$ cat src/rtl/qsn_pkg.sv
package qsn_pkg;
  typedef enum logic {SZ_BYTE = 1'b0, SZ_HALF = 1'b1} nsize_e;
  localparam int unsigned LANES = 4;
endpackage

$ cat src/rtl/qsn_sat.sv
module qsn_sat #(
  parameter int unsigned SRC_W = 32,
  parameter int unsigned DST_W = 8
) (
  input  logic [SRC_W-1:0] x,
  output logic [DST_W-1:0] y,
  output logic             clamp
);
  logic neg, over;
  always_comb begin
    neg   = x[SRC_W-1];
    over  = !neg && (|x[SRC_W-2:DST_W]);
    clamp = neg || over;
    if (neg)       y = '0;
    else if (over) y = '1;
    else           y = x[DST_W-1:0];
  end
endmodule

$ cat src/rtl/qsn_bank.sv
module qsn_bank #(
  parameter int unsigned VLEN  = 128,
  parameter int unsigned DST_W = 8
) (
  input  logic [qsn_pkg::LANES-1:0][VLEN-1:0] srcs,
  output logic [VLEN-1:0]                     res,
  output logic [VLEN/DST_W-1:0]               flg
);
  localparam int unsigned SRC_W = qsn_pkg::LANES * DST_W;
  localparam int unsigned NELEM = VLEN / SRC_W;

  for (genvar e = 0; e < NELEM; e++) begin : g_elem
    for (genvar i = 0; i < qsn_pkg::LANES; i++) begin : g_src
      qsn_sat #(.SRC_W(SRC_W), .DST_W(DST_W)) u_sat (
        .x     (srcs[i][e*SRC_W +: SRC_W]),
        .y     (res[(qsn_pkg::LANES*e+i)*DST_W +: DST_W]),
        .clamp (flg[qsn_pkg::LANES*e+i])
      );
    end
  end
endmodule

$ cat src/rtl/qsn_stage.sv
module qsn_stage #(
  parameter int unsigned W          = 8,
  parameter bit          REGISTERED = 1'b1
) (
  input  logic         clk,
  input  logic         rst,
  input  logic         in_valid,
  input  logic [W-1:0] d,
  output logic         out_valid,
  output logic [W-1:0] q
);
  if (REGISTERED) begin : g_reg
    always_ff @(posedge clk) begin
      if (rst) begin
        q         <= '0;
        out_valid <= 1'b0;
      end else begin
        out_valid <= in_valid;
        if (in_valid) q <= d;
      end
    end

    p_valid_lat_r7: assert property (@(posedge clk) disable iff (rst)
      $past(in_valid) |-> out_valid);
    p_valid_drop_r7: assert property (@(posedge clk) disable iff (rst)
      !$past(in_valid) |-> !out_valid);
    p_hold_r8: assert property (@(posedge clk) disable iff (rst)
      (!$past(in_valid) && !$past(rst)) |-> $stable(q));
    p_reset_clear_r9: assert property (@(posedge clk) disable iff (rst)
      $past(rst) |-> (q == '0 && !out_valid));
  end else begin : g_comb
    logic unused_clk;
    assign unused_clk = clk ^ rst;
    assign q          = d;
    assign out_valid  = in_valid;
  end
endmodule

$ cat src/rtl/qsn_narrow4.sv
module qsn_narrow4 #(
  parameter int unsigned VLEN       = 128,
  parameter bit          REGISTERED = 1'b1
) (
  input  logic            clk,
  input  logic            rst,
  input  logic            in_valid,
  input  logic            size_sel,
  input  logic [VLEN-1:0] src0,
  input  logic [VLEN-1:0] src1,
  input  logic [VLEN-1:0] src2,
  input  logic [VLEN-1:0] src3,
  output logic            out_valid,
  output logic [VLEN-1:0] dst,
  output logic [VLEN/8-1:0] sat_flags
);
  import qsn_pkg::*;

  localparam int unsigned FB = VLEN / 8;
  localparam int unsigned FH = VLEN / 16;
  localparam int unsigned OW = VLEN + FB;

  logic [LANES-1:0][VLEN-1:0] srcs;
  logic [VLEN-1:0] res_b, res_h, res_sel;
  logic [FB-1:0]   flg_b, flg_sel;
  logic [FH-1:0]   flg_h;
  logic [OW-1:0]   q;

  assign srcs = {src3, src2, src1, src0};

  qsn_bank #(.VLEN(VLEN), .DST_W(8)) u_bank_b (
    .srcs (srcs), .res (res_b), .flg (flg_b)
  );
  qsn_bank #(.VLEN(VLEN), .DST_W(16)) u_bank_h (
    .srcs (srcs), .res (res_h), .flg (flg_h)
  );

  always_comb begin
    if (nsize_e'(size_sel) == SZ_HALF) begin
      res_sel = res_h;
      flg_sel = {{(FB-FH){1'b0}}, flg_h};
    end else begin
      res_sel = res_b;
      flg_sel = flg_b;
    end
  end

  qsn_stage #(.W(OW), .REGISTERED(REGISTERED)) u_stage (
    .clk       (clk),
    .rst       (rst),
    .in_valid  (in_valid),
    .d         ({flg_sel, res_sel}),
    .out_valid (out_valid),
    .q         (q)
  );

  assign dst       = q[VLEN-1:0];
  assign sat_flags = q[OW-1:VLEN];

  if (REGISTERED) begin : g_chk
    p_neg_zero_r3: assert property (@(posedge clk) disable iff (rst)
      ($past(in_valid) && !$past(rst) && !$past(size_sel) && $past(src0[31]))
        |-> (dst[7:0] == 8'h00 && sat_flags[0]));
    p_over_ones_r4: assert property (@(posedge clk) disable iff (rst)
      ($past(in_valid) && !$past(rst) && $past(size_sel) && !$past(src1[63])
        && $past(|src1[62:16])) |-> (dst[31:16] == 16'hFFFF && sat_flags[1]));
    p_half_flags_r6: assert property (@(posedge clk) disable iff (rst)
      ($past(in_valid) && !$past(rst) && $past(size_sel))
        |-> (sat_flags[FB-1:FH] == '0));
  end
endmodule

$ cat config.mk
export PLATFORM = sky130hd
export DESIGN_NAME = qsn_narrow4
export DESIGN_NICKNAME = d
export VERILOG_FILES = /design/src/rtl/qsn_pkg.sv /design/src/rtl/qsn_sat.sv /design/src/rtl/qsn_bank.sv /design/src/rtl/qsn_stage.sv /design/src/rtl/qsn_narrow4.sv
export SDC_FILE = /design/constraint.sdc
export NUM_CORES = 1
export LEC_CHECK = 0
export BUFFER_PORTS_ARGS = -buffer_cell sky130_fd_sc_hd__buf_4
export CORE_AREA = 3 3 259 261
export DETAILED_ROUTE_END_ITERATION = 10
export DIE_AREA = 0 0 262 264
export PLACE_DENSITY = 0.41
export SYNTH_ARGS = -nofsm -noshare
export SYNTH_HDL_FRONTEND = slang
export SYNTH_SLANG_ARGS = --single-unit
$ cat constraint.sdc
create_clock -name clk -period 5 [get_ports clk]
set_input_delay 1 -clock clk [delete_from_list [all_inputs] [get_ports clk]]
set_output_delay 1 -clock clk [all_outputs]
set_load 0.02 [all_outputs]
* Yosys cells after proc, flatten, opt, wreduce, memory -nomap -nowiden
Cells that the tools add are included.
** Word-level totals
- Bits in latches :: 0
- Register bits :: 145
- Logic and storage cells :: 140
- Bits of input ports :: 516
- Memories kept :: 0
- Output and inout bits :: 145
- Memory bits (read-only) :: 0
- Bits in writable memories :: 0
** Operators by class
- Multiplexer cells :: 50
- Shifts and indexed selects :: 0
- Add/subtract/negate cells :: 0
- $lt $le $gt $ge :: 0
- Multipliers :: 0
- Reduce and logical (&&, ||, !) cells :: 88
- Equal/unequal tests :: 0
- Div/mod/pow operators :: 0
- Bitwise gates (word level) :: 0
** Operators with widths (number)
- $reduce_or 47->1 :: 8
- $reduce_or 23->1 :: 16
- $mux 16 :: 17
- $mux 8 :: 32
- $mux 128 :: 1
- $logic_and 1x1->1 :: 24
- $logic_or 1x1->1 :: 24
- $logic_not 1->1 :: 16

* Depth between registers and ports, before layout
Gate-level depths: netlist of the first run.
- Depth in word-level cells :: 5
- Mapped depth :: 8
- Depth with buffers taken out :: 6

* Modules after synthesis
From an unflattened synthesis of the first run, not the netlist that was laid out.
** Unflattened totals
- Cell total of the unflattened synthesis :: 1538
- Area, all modules :: 13355.3 µm²
** Modules (own cells, without submodules)
- qsn_stage :: seq. area each 2902.8 µm², cells an instance 466, instances 1, area each 5102.4 µm²
- qsn_sat at u_bank_b.g_elem[0].g_src[0].u_sat ... :: seq. area each 0.0 µm², cells an instance 29, instances 16, area each 206.4 µm²
- qsn_sat at u_bank_h.g_elem[0].g_src[0].u_sat ... :: seq. area each 0.0 µm², cells an instance 56, instances 8, area each 376.6 µm²
- qsn_narrow4 :: seq. area each 0.0 µm², cells an instance 160, instances 1, area each 1936.9 µm²

* Least setup slack after synthesis of the first run
No wires, ideal clock.
- Path kind :: input to register
- From :: input src3[99]
- To :: register u_stage.q[112]
- Data required time :: 4.870 ns
- Data arrival time :: 2.433 ns
- Setup time :: 0.130 ns
- Stages on the path :: 6
- Path buffers :: 1
- Setup slack :: 2.437 ns
- Cells stage by stage :: or4_1 nor4_1 nand4_2 buf_6 o221ai_1 o211ai_1
** Between the ends
- Longest elaborated chain between the ends :: 5
** Ends and longest elaborated chain
- start: declaration :: line qsn_narrow4.sv:12 : input logic [VLEN-1:0] src3,
- $reduce_or 47->1 :: line qsn_sat.sv:12 : over = !neg && (|x[SRC_W-2:DST_W]);
- $logic_and 1x1->1 :: line qsn_sat.sv:12
- $mux 16 :: line qsn_sat.sv:15 : else if (over) y = '1;
- $mux 16 :: line qsn_sat.sv:14 : if (neg) y = '0;
- $mux 128 :: line qsn_narrow4.sv:39 : if (nsize_e'(size_sel) == SZ_HALF) begin
- end signal: assignment :: line qsn_stage.sv:15 : q <= '0;
- end signal: assignment :: line qsn_stage.sv:19 : if (in_valid) q <= d;
- end: declaration :: line qsn_stage.sv:10 : output logic [W-1:0] q
Every way passes these cells.
A chain may end at the register's enable or synchronous reset.

* Final worst setup path of the first run
- From :: input src1[17]
- To :: register u_stage.q[129]
** Between the ends
- Longest elaborated chain between the ends :: 4
- Elaborated cells on any way between the ends :: 7
- Classes of those cells :: mux (1); reduce/logical (6)
** Ends and longest elaborated chain
- start: declaration :: line qsn_narrow4.sv:10 : input logic [VLEN-1:0] src1,
- $reduce_or 47->1 or $reduce_or 23->1 (tied branches) :: line qsn_sat.sv:12
- $logic_and 1x1->1 :: line qsn_sat.sv:12
- $logic_or 1x1->1 :: line qsn_sat.sv:13 : clamp = neg || over;
- $mux 16 * :: line qsn_narrow4.sv:39
Every way passes the cells marked *; elsewhere a longest branch is shown, timed or not.

==> out/metrics.yaml, run 1 <==
grt_max_degree: 67
r2r-end: "u_stage.q[42]$_SDFFE_PP0P_"
post_drt_wl_per_cell_um: 22.8
cts_inserted_buffers: 17
layoutNonFillerInstCount: 2562
die-area_mm2: 0.0692
drt_first_pass_iters: 6
nets: 2208
postCtsSetupBuffers: 0
whs_path_depth: 2
core_mm2: 0.0647
timing.fmax_ghz: 0.350
placementRows: 93
initialDrtViolationCount: 701
dpl.hpwl_mm: 47.8
place.detailed.instances: 2528
post-synth-top-area-cell: "sky130_fd_sc_hd__dfxtp_1"
layout.cells.most_common: "sky130_fd_sc_hd__buf_4"
critical_path.slowest_cell: "sky130_fd_sc_hd__nand4_1"
layout_min_cycle_time_ns: 2.86
share_of_flip_flops_with_an_asynchronous_set_or_reset_pct: 0
post-route-period-util_pct: 57.2
viasPerCell: 4.45
cts.reportedPaths.clkPinSlew_ns: 0.07
hold_path_startpoint: "u_stage.q[127]$_SDFFE_PP0P_"
critPathArrivalTime_ns: 3.21
vdd_ir_drop_max_mv: 0.198
numPortBuffers: 660
floorplan.initialDensity_pct: 12.5
crit_fanout: 18
postSynthNetCount: 1582
timing_worst_setup_path_type: "primary input to register"
finalWeightedCongestion: 0.886
synth_seq_cells: 145
cp-end-kind: "register"
num_io_pins: 661
layout_area_overhead_pct: 80.0
grt_pass1_vias: 11840
max_cap_viols: 0
ys_seq_area_share_pct: 36.0
outcome: "finished, final reports clean"
ant_nets: 0
maxSlewHeadroom_pct: 26.6
grt_usage_pct: 16.2
synth_cell_type_count: 45
clock-root-buffer: "sky130_fd_sc_hd__clkbuf_16"
cts_max_path_buffers: 2
power.density_mw_per_mm2: 245
finalHoldViolations: 0
predominant_post_synthesis_flop_cell: "sky130_fd_sc_hd__dfxtp_1"
cts_htree_levels: 4
cts_repair_resize_count: 0
most_frequent_cells_in_the_layout: "sky130_fd_sc_hd__buf_4 (675), sky130_fd_sc_hd__o21ai_0 (177), sky130_fd_sc_hd__dfxtp_1 (145)"
synth.avg_cell_area_um2: 7.57
summed_instance_area_of_the_synthesized_netlist_mm2: 0.00807
worstMarginPinSlew_ns: 1.09
total_power_mw: 3.55
setup_violations: 0
crit_path_cell_trace: "buf_4 > nor4_1 > nand4_1 > nand3b_1 > o31ai_1 > o21ai_0"
yosys.area.top_type_share_pct: 36.0
post_cts_hold_buffer_count: 0
cts_tree: "built"
post_route_cells_drive_above_1_share_pct: 42.2
hp-class: "register to register"
fp.dieH_um: 264
clock_sink_count: 145
whs_endpoint: "u_stage.q[127]$_SDFFE_PP0P_"
gr-total-overflow: 0
vias: 11407
antenna_found_initial: 8
drc_errors: 0
rsz0062_at_grt: "false"
setup_slack_reg_to_reg_ns: 4.10
synthCells: 1066
final.setup.tns_ns: 0
crit_required_ns: 5.35
reg2reg_depth: 3
synth.top_cells.by_area: "sky130_fd_sc_hd__dfxtp_1 (36%), sky130_fd_sc_hd__o21ai_0 (11%), sky130_fd_sc_hd__nor4_1 (9.0%)"
synth_enable_flop_cells: 0
die_x_um: 262
slew_violations: 0
p_leak_nw: 5.96
final.setup_skew_ns: 0
clock_insertion_delay_worst_skew_ns: 0.46
rr_startpoint: "u_stage.q[42]$_SDFFE_PP0P_"
timing.critical_path.from_type: "primary input"
wirelength_mm: 58.4
yosys_warnings: 0
wire_length_of_the_first_global_routing_pass_mm: 81.5
crit_path_max_incr_delay_ns: 0.65
[registers in the layout (all words and copies together), names as in the netlist]
name / cells
u_stage.out_valid: 1
u_stage.q: 144
[power breakdown]
| part | internal, mW | leakage, nW | switching [mW] |
|---|---|---|---|
| Clock | 0.742 | 0.279 | 0.617 |
| Combinational | 0.444 | 4.48 | 0.444 |
| Sequential | 1.24 | 1.20 | 0.0638 |
| Total | 2.43 | 5.96 | 1.12 |
[synthesized netlist by cell type, drive strengths merged (10+ instances only)]
cell type	instances
o21ai	181
dfxtp	145
nand2	126
nor4	116
nor2	69
clkbuf	64
o221ai	39
nand3	37
a21oi	34
nand3b	33
or4	33
nor3	27
o21bai	22
a31oi	17
nor3b	16
nand4	12
nand2b	10
o31ai	10
[through the flow]
stage               hold slack (ns)  area [µm²]  utilization [%]  setup WS [ns]
finish                        0.451       14500             22.5           2.14
global route                  0.482       14500             22.5           1.90
CTS                           0.454       14500             22.5           2.23
detailed placement            0.444       13900             21.5           1.71
global placement              0.439       13900             21.5           1.70
floorplan                     0.524        8070                -           2.44
[critical path: cells and delay by family]
kind,cells,cell delay (ns)
AO/OA/AOI/OAI,2,0.53
buffers and inverters,1,0.11
AND/OR/NAND/NOR,3,1.57
[per-layer routing]
metal / GRT usage, % / part of all wire, %
met4: 4.87 / 2.2
met1: 18.7 / 40
met5: 0 / 0.12
met2: 27.9 / 49
met3: 5.60 / 8.8
[worst max path at each step]
stage               startpoint                          end  slack, ns  depth (start not counted)
finish                src1[17]  u_stage.q[129]$_SDFFE_PP0P_       2.14                          6
CTS                   src1[17]  u_stage.q[129]$_SDFFE_PP0P_       2.23                          6
detailed placement    src1[17]  u_stage.q[129]$_SDFFE_PP0P_       1.71                          6
global placement      src1[17]  u_stage.q[129]$_SDFFE_PP0P_       1.70                          6
floorplan             src3[99]  u_stage.q[112]$_SDFFE_PP0P_       2.44                          6
global route          src1[21]  u_stage.q[129]$_SDFFE_PP0P_       1.90                          6
[cell type report]
type | instances | area [µm²]
Antenna cell | 2 | 5.00
Clock buffer | 18 | 429
Clock inverter | 14 | 160
Fill cell | 7332 | 50200
Inverter | 2 | 7.51
Multi-Input combinational cell | 851 | 4890
Sequential cell | 145 | 2900
Tap cell | 855 | 1070
Timing Repair Buffer | 675 | 5070
[logic make-up after synthesis]
logic type             Yosys count  synth area share [%]
buffers and inverters           70                  3.53
muxes                            1                 0.124
AOI/OAI and AO/OA              348                  26.7
DFF                            145                  36.0
and+or+nand+nor                502                  33.7
Note: power is estimated with default switching activity, not from simulation.
==> run 2: changes to the inputs <==
- PLACE_DENSITY: 0.41 -> 0.42
- clock period: 5 -> 2.6 ns (I/O delays scaled with it)
==> run 2 against run 1 <==
Against the previous run:
- via count is 1.6% higher
- utilization is 0.53 points higher
- combinational power is 96% higher
- worst hold slack worse by 0.16 ns
- clock-buffer cell count is 1 higher
- critical path type unchanged
- critical endpoint is now u_stage.q[10]$_SDFFE_PP0P_
- highest routed layer unchanged
==> out/metrics.yaml, run 2 (synthesized netlist as in run 1, its figures left out) <==
critPathArrivalTime_ns: 2.56  # -0.65 ns
core_mm2: 0.0647  # unchanged
crit_required_ns: 2.92  # -2.43 ns
critical_path.slowest_cell: "sky130_fd_sc_hd__or4_1"
crit_path_max_incr_delay_ns: 0.70  # +0.05 ns
flip_flop_count_of_the_largest_register_all_copies_and_words_added: 144  # unchanged
post_route_cells_drive_above_1_share_pct: 43.4  # +1.2 points
postCtsSetupBuffers: 0  # unchanged
grt_usage_pct: 16.2  # +0.056 points
switchingPower_mw: 2.14  # +91%
p_leak_nw: 6.17  # +3.6%
finalWeightedCongestion: 0.890  # +0.53%
finalHoldViolations: 0  # unchanged
layout.cells.most_common: "sky130_fd_sc_hd__buf_4"
whs_path_depth: 3  # +1
share_clk_of_total_power_pct: 38.8  # +0.6 points
floorplan.initialDensity_pct: 12.5  # unchanged
wire_length_of_the_first_global_routing_pass_mm: 81.5  # about the same
power.density_mw_per_mm2: 467  # +91%
post_drt_wl_per_cell_um: 22.5  # -1.1%
dp_slack_ns: -0.0583  # -1.76 ns
vias: 11589  # +1.6%
vdd_ir_drop_max_mv: 0.353  # +78%
most_prevalent_standard_cell_on_the_critical_path: "sky130_fd_sc_hd__buf_4"
max_cap_viols: 0  # unchanged
maxSlewHeadroom_pct: 11.8  # -15 points
numPortBuffers: 660  # unchanged
cp_top_family: "simple AND/OR/NAND/NOR gates"
drt_first_pass_iters: 5  # -1
post-route-period-util_pct: 85.9
clock-root-buffer: "sky130_fd_sc_hd__clkbuf_16"
ant_nets: 0  # unchanged
die_x_um: 262  # unchanged
setup_slack_ns: 0.368  # -1.77 ns
cts_htree_levels: 4  # unchanged
slew_violations: 0  # unchanged
crit_buf_inv: 2  # +1
layout_min_cycle_time_ns: 2.23
biggestRegsByFlops: "u_stage.q: 144 flops, u_stage.out_valid: 1 flops"
crit_fanout: 8  # -10
worst-path-stages: 7  # +1
registers.top_by_ff_count: "u_stage.q"
placementRows: 93  # unchanged
gr-total-overflow: 0  # unchanged
viasPerCell: 4.46  # +0.15%
seq_power_share_pct: 36.1  # -0.7 points
outcome: "finished, final reports clean"
cts_inserted_buffers: 17  # unchanged
internal_power_consumption_mw: 4.80  # +98%
layout_area_overhead_pct: 84.3
most_frequent_cells_in_the_layout: "sky130_fd_sc_hd__buf_4 (708), sky130_fd_sc_hd__o21ai_0 (177), sky130_fd_sc_hd__dfxtp_1 (145)"
antenna_found_initial: 12  # +4
share_comb_of_total_power_pct: 25.0  # about the same
clock_insertion_delay_worst_skew_ns: 0.48  # +0.02 ns
worstMarginPinSlew_ns: 1.32  # +0.226 ns
wirelength_mm: 58.6  # +0.29%
cts_repair_resize_count: 0  # unchanged
grt_max_degree: 69  # +3.0%
setup_violations: 0  # unchanged
cp-end-kind: "register"
clock_sink_count: 145  # unchanged
drc_errors: 0  # unchanged
netSwitchingFraction_pct: 30.9  # -0.76 points
grt_pass1_vias: 11833  # -0.059%
fp.dieH_um: 264  # unchanged
num_io_pins: 661  # unchanged
dpl.hpwl_mm: 48.7  # +1.9%
final.fill_count: 7249  # -1.1%
nets: 2245  # +1.7%
timing.critical_path.from_type: "primary input"
die-area_mm2: 0.0692  # unchanged
hp-class: "primary input to register"
final.setup_skew_ns: 0  # unchanged
crit_path_cell_trace: "buf_4 > nor4_1 > nand4_1 > or4_1 > buf_4 > o21ai_0 > a31oi_1"
rsz0062_at_grt: "false"
timing.fmax_ghz: 0.448
timing_worst_setup_path_type: "primary input to register"
cts_tree: "built"
cts.reportedPaths.clkPinSlew_ns: 0.07  # about the same
initialDrtViolationCount: 764  # +9.0%
cts_max_path_buffers: 2  # unchanged
total_power_mw: 6.94  # +95%
reg2reg_depth: 3  # unchanged
post_cts_hold_buffer_count: 0  # unchanged
==> run 2: cell count changes in the layout (fill, tap and decap cells not counted), sizes merged <==
| cell | delta |
|---|---|
| buf | +37 |
| inv | -1 |
| clkinv | +1 |
| clkbuf | +1 |
| clkinvlp | -2 |
| bufinv | +1 |
==> run 2: stage by stage <==
step                      setup TNS, ns  instances  hold WS, ns  util (%)  area, µm²
after floorplan                       0       1066        0.524         -       8070
after global placement         -0.00343       2565        0.437      22.1      14300
after detailed placement         -0.356       2565        0.444      22.1      14300
after CTS                             0       2597        0.244      23.0      14900
after global routing                  0       2598        0.281      23.0      14900
final                                 0       2599        0.296      23.0      14900
==> run 2: power by group through the flow <==
stage | clock, mW | combinational [mW] | sequential (mW)
6_report | 2.70 | 1.74 | 2.51
3_5_place_dp | 0 | 1.76 | 2.56
4_1_cts | 2.83 | 1.76 | 2.51
2_1_floorplan | 0 | 0.342 | 2.74
3_3_place_gp | 0 | 1.75 | 2.55
5_1_grt | 2.87 | 1.87 | 2.53
==> run 2: path summary, 6_finish.rpt <==
| path | startpoint | to | slack, ns |
|---|---|---|---|
| setup / recovery | src0[21] | u_stage.q[10]$_SDFFE_PP0P_ | 0.37 |
| hold / removal | src2[69] | u_stage.q[85]$_SDFFE_PP0P_ | 0.30 |
| setup reg to reg | u_stage.q[42]$_SDFFE_PP0P_ | u_stage.q[42]$_SDFFE_PP0P_ | 1.71 |
| hold reg to reg | u_stage.q[127]$_SDFFE_PP0P_ | u_stage.q[127]$_SDFFE_PP0P_ | 0.45 |
==> run 2: routing by layer <==
metal | global-route usage [%] | vias to the layer above | wire (µm)
li1 | - | 5484 | -
met1 | 18.9 | 5507 | 23400
met2 | 27.0 | 500 | 28000
met3 | 6.27 | 80 | 5640
met4 | 5.36 | 18 | 1450
met5 | 0 | - | 109
==> run 2: worst reg2reg max path: stages, from the launching register on <==
cell	delay [ns]
sky130_fd_sc_hd__dfxtp_1	0.33
sky130_fd_sc_hd__o21ai_0	0.14
sky130_fd_sc_hd__a21oi_1	0.06
sky130_fd_sc_hd__a221o_1	0.26
==> run 2: final cells by class <==
cell class                 instances  area (µm²)  share of cell area, %
sequential                       145        2900                   19.5
antenna                            2        5.00                 0.0336
timing repair buffer             712        5400                   36.3
inverter                           2        7.51                 0.0505
clock buffer                      19         443                   2.98
multi-input combinational        851        4890                   32.9
tap                              855        1070                   7.19
clock inverter                    13         161                   1.09
==> run 3: changes to the inputs <==
- CORE_AREA: 3 3 259 261 -> 3 3 254 256
- DIE_AREA: 0 0 262 264 -> 0 0 257 259
- clock period: 2.6 -> 2.18 ns (I/O delays scaled with it)
==> run 3 against run 2 <==
Against the previous run:
- die area fell by 3.8%
- sequential power rose by 20%
- routed wire length fell by 3.6%
- worst hold slack worse by 0.083 ns
- utilization increased by 1.2 points
- clock power grew 20%
- first-iteration DRC count decreased by 5.6%
- non-clock buffer count is 37 higher
- via count rose by 1.0%
- critical endpoint is now u_stage.q[20]$_SDFFE_PP0P_
- largest cell class unchanged
==> out/metrics.yaml, run 3 (synthesized netlist as in run 1, its figures left out) <==
ff_latch_area_mm2: 0.00290  # unchanged
critPathArrivalTime_ns: 2.23  # -0.33 ns
registers.top_by_ff_count: "u_stage.q"
cts.reportedPaths.clkPinSlew_ns: 0.08  # about the same
drt_first_pass_iters: 5  # unchanged
timing.fmax_ghz: 0.530
power.density_mw_per_mm2: 548  # +17%
dp_slack_ns: -0.153  # -0.0943 ns
post-route-period-util_pct: 86.6
final.setup_skew_ns: 0  # unchanged
layout_area_overhead_pct: 88.2
postCtsSetupBuffers: 0  # unchanged
hp-class: "primary input to register"
nets: 2282  # +1.6%
area_of_combinational_cells_with_multiple_inputs_mm2: 0.00489  # unchanged
biggestRegsByFlops: "u_stage.q: 144 flops, u_stage.out_valid: 1 flops"
fp.dieH_um: 259  # -1.9%
post_cts_hold_buffer_count: 0  # unchanged
cp-end-kind: "register"
wire_length_of_the_first_global_routing_pass_mm: 80.8  # -0.87%
most_frequent_cells_in_the_layout: "sky130_fd_sc_hd__buf_4 (742), sky130_fd_sc_hd__o21ai_0 (177), sky130_fd_sc_hd__dfxtp_1 (145)"
max_cap_viols: 0  # unchanged
post_drt_wl_per_cell_um: 21.5  # -4.6%
grt_max_degree: 82  # +19%
outcome: "finished, final reports clean"
num_io_pins: 661  # unchanged
critical_path.slowest_cell: "sky130_fd_sc_hd__or3_1"
crit_required_ns: 2.52  # -0.40 ns
floorplan.initialDensity_pct: 12.9  # +0.39 points
dpl.hpwl_mm: 46.9  # -3.7%
most_prevalent_standard_cell_on_the_critical_path: "sky130_fd_sc_hd__buf_4"
rsz0062_at_grt: "false"
p_leak_nw: 6.35  # +2.9%
clock_sink_count: 145  # unchanged
timing.critical_path.from_type: "primary input"
clock-root-buffer: "sky130_fd_sc_hd__clkbuf_16"
core_mm2: 0.0627  # -3.0%
grt_pass1_vias: 12043  # +1.8%
antenna_found_initial: 3  # -9
cts_tree: "built"
vdd_ir_drop_max_mv: 0.523  # +48%
cts_repair_resize_count: 0  # unchanged
final.fill_count: 6918  # -4.6%
initialDrtViolationCount: 721  # -5.6%
crit_path_max_incr_delay_ns: 0.56  # -0.14 ns
gr-total-overflow: 0  # unchanged
viasPerCell: 4.46  # about the same
final_cell_area_excluding_filler_cells_mm2: 0.0152  # +2.1%
cts_inserted_buffers: 17  # unchanged
cts_htree_levels: 4  # unchanged
drc_errors: 0  # unchanged
wirelength_mm: 56.5  # -3.6%
timing_worst_setup_path_type: "primary input to register"
die-area_mm2: 0.0666  # -3.8%
finalWeightedCongestion: 0.949  # +6.6%
crit_path_cell_trace: "buf_4 > nor4_1 > buf_4 > nand4_1 > or3_1 > o41ai_1 > a31oi_1"
placementRows: 92  # -1.1%
vias: 11710  # +1.0%
ant_nets: 0  # unchanged
worstMarginPinSlew_ns: 0.610  # -0.708 ns
crit_fanout: 10  # +2
clock_insertion_delay_worst_skew_ns: 0.47  # about the same
utilization_pct: 24.2  # +1.2 points
flip_flop_count_of_the_largest_register_all_copies_and_words_added: 144  # unchanged
grt_usage_pct: 16.3  # +0.12 points
setup_slack_ns: 0.292  # -0.0757 ns
finalHoldViolations: 0  # unchanged
setup_slack_reg_to_reg_ns: 1.26  # -0.45 ns
placed_cell_area_mm2: 0.0146  # +2.1%
maxSlewHeadroom_pct: 59.2  # +47 points
layout.cells.most_common: "sky130_fd_sc_hd__buf_4"
post_route_cells_drive_above_1_share_pct: 44.6  # +1.2 points
layout_min_cycle_time_ns: 1.89
cts_max_path_buffers: 2  # unchanged
die_x_um: 257  # -1.9%
setup_violations: 0  # unchanged
slew_violations: 0  # unchanged
numPortBuffers: 660  # unchanged
-- run 3: cell count changes in the layout (fill, tap and decap cells not counted) --
cell | before | now
sky130_fd_sc_hd__clkbuf_8 | 1 | 3
sky130_fd_sc_hd__clkinv_2 | 4 | 2
sky130_fd_sc_hd__clkinvlp_4 | 1 | 2
sky130_fd_sc_hd__clkinv_4 | 4 | 0
sky130_fd_sc_hd__inv_6 | 1 | 4
sky130_fd_sc_hd__buf_4 | 708 | 742
sky130_fd_sc_hd__buf_12 | 4 | 7
sky130_fd_sc_hd__diode_2 | 2 | 1
-- run 3: power breakdown --
group          switching (mW)  internal, mW  leakage (nW)
clock network            1.34          1.90         0.301
registers               0.147          2.85          1.20
logic                    1.02          1.07          4.85
total                    2.50          5.82          6.35
-- run 3: final cells by class --
class                      count  share of cell area [%]
inverter                       2                  0.0494
clock buffer                  21                    3.10
antenna                        1                  0.0165
timing repair buffer         749                    37.6
tap                          846                    6.97
sequential                   145                    19.1
multi-input combinational    851                    32.2
clock inverter                11                   0.988
-- run 3: critical path, delay by kind of cell --
kind	cells	cell delay, ns
and+or+nand+nor	3	0.97
AOI/OAI and AO/OA	2	0.54
buffers and inverters	2	0.29
-- run 3: worst paths after layout --
kind	end	cells past startpoint	start
max	u_stage.q[20]$_SDFFE_PP0P_	7	src1[41]
min	u_stage.q[81]$_SDFFE_PP0P_	3	src2[65]
max reg2reg	u_stage.q[36]$_SDFFE_PP0P_	3	u_stage.q[36]$_SDFFE_PP0P_
min reg2reg	u_stage.q[63]$_SDFFE_PP0P_	2	u_stage.q[63]$_SDFFE_PP0P_
-- run 3: stage by stage --
stage	hold WS, ns	cells	TNS, ns	power (mW)
2_1_floorplan	0.524	1066	0	3.68
3_3_place_gp	0.437	2593	-2.11	5.15
3_5_place_dp	0.448	2593	-2.63	5.17
4_1_cts	0.146	2625	0	8.52
5_1_grt	0.182	2625	0	8.73
6_report	0.213	2626	0	8.32
-- run 3: routing by layer --
metal	global-route usage (%)	share of wire, %	vias up
met2	27.1	48	540
met5	0	0.030	-
met3	4.67	7.5	59
met1	20.4	42	5552
met4	5.26	2.4	2
li1	-	-	5557
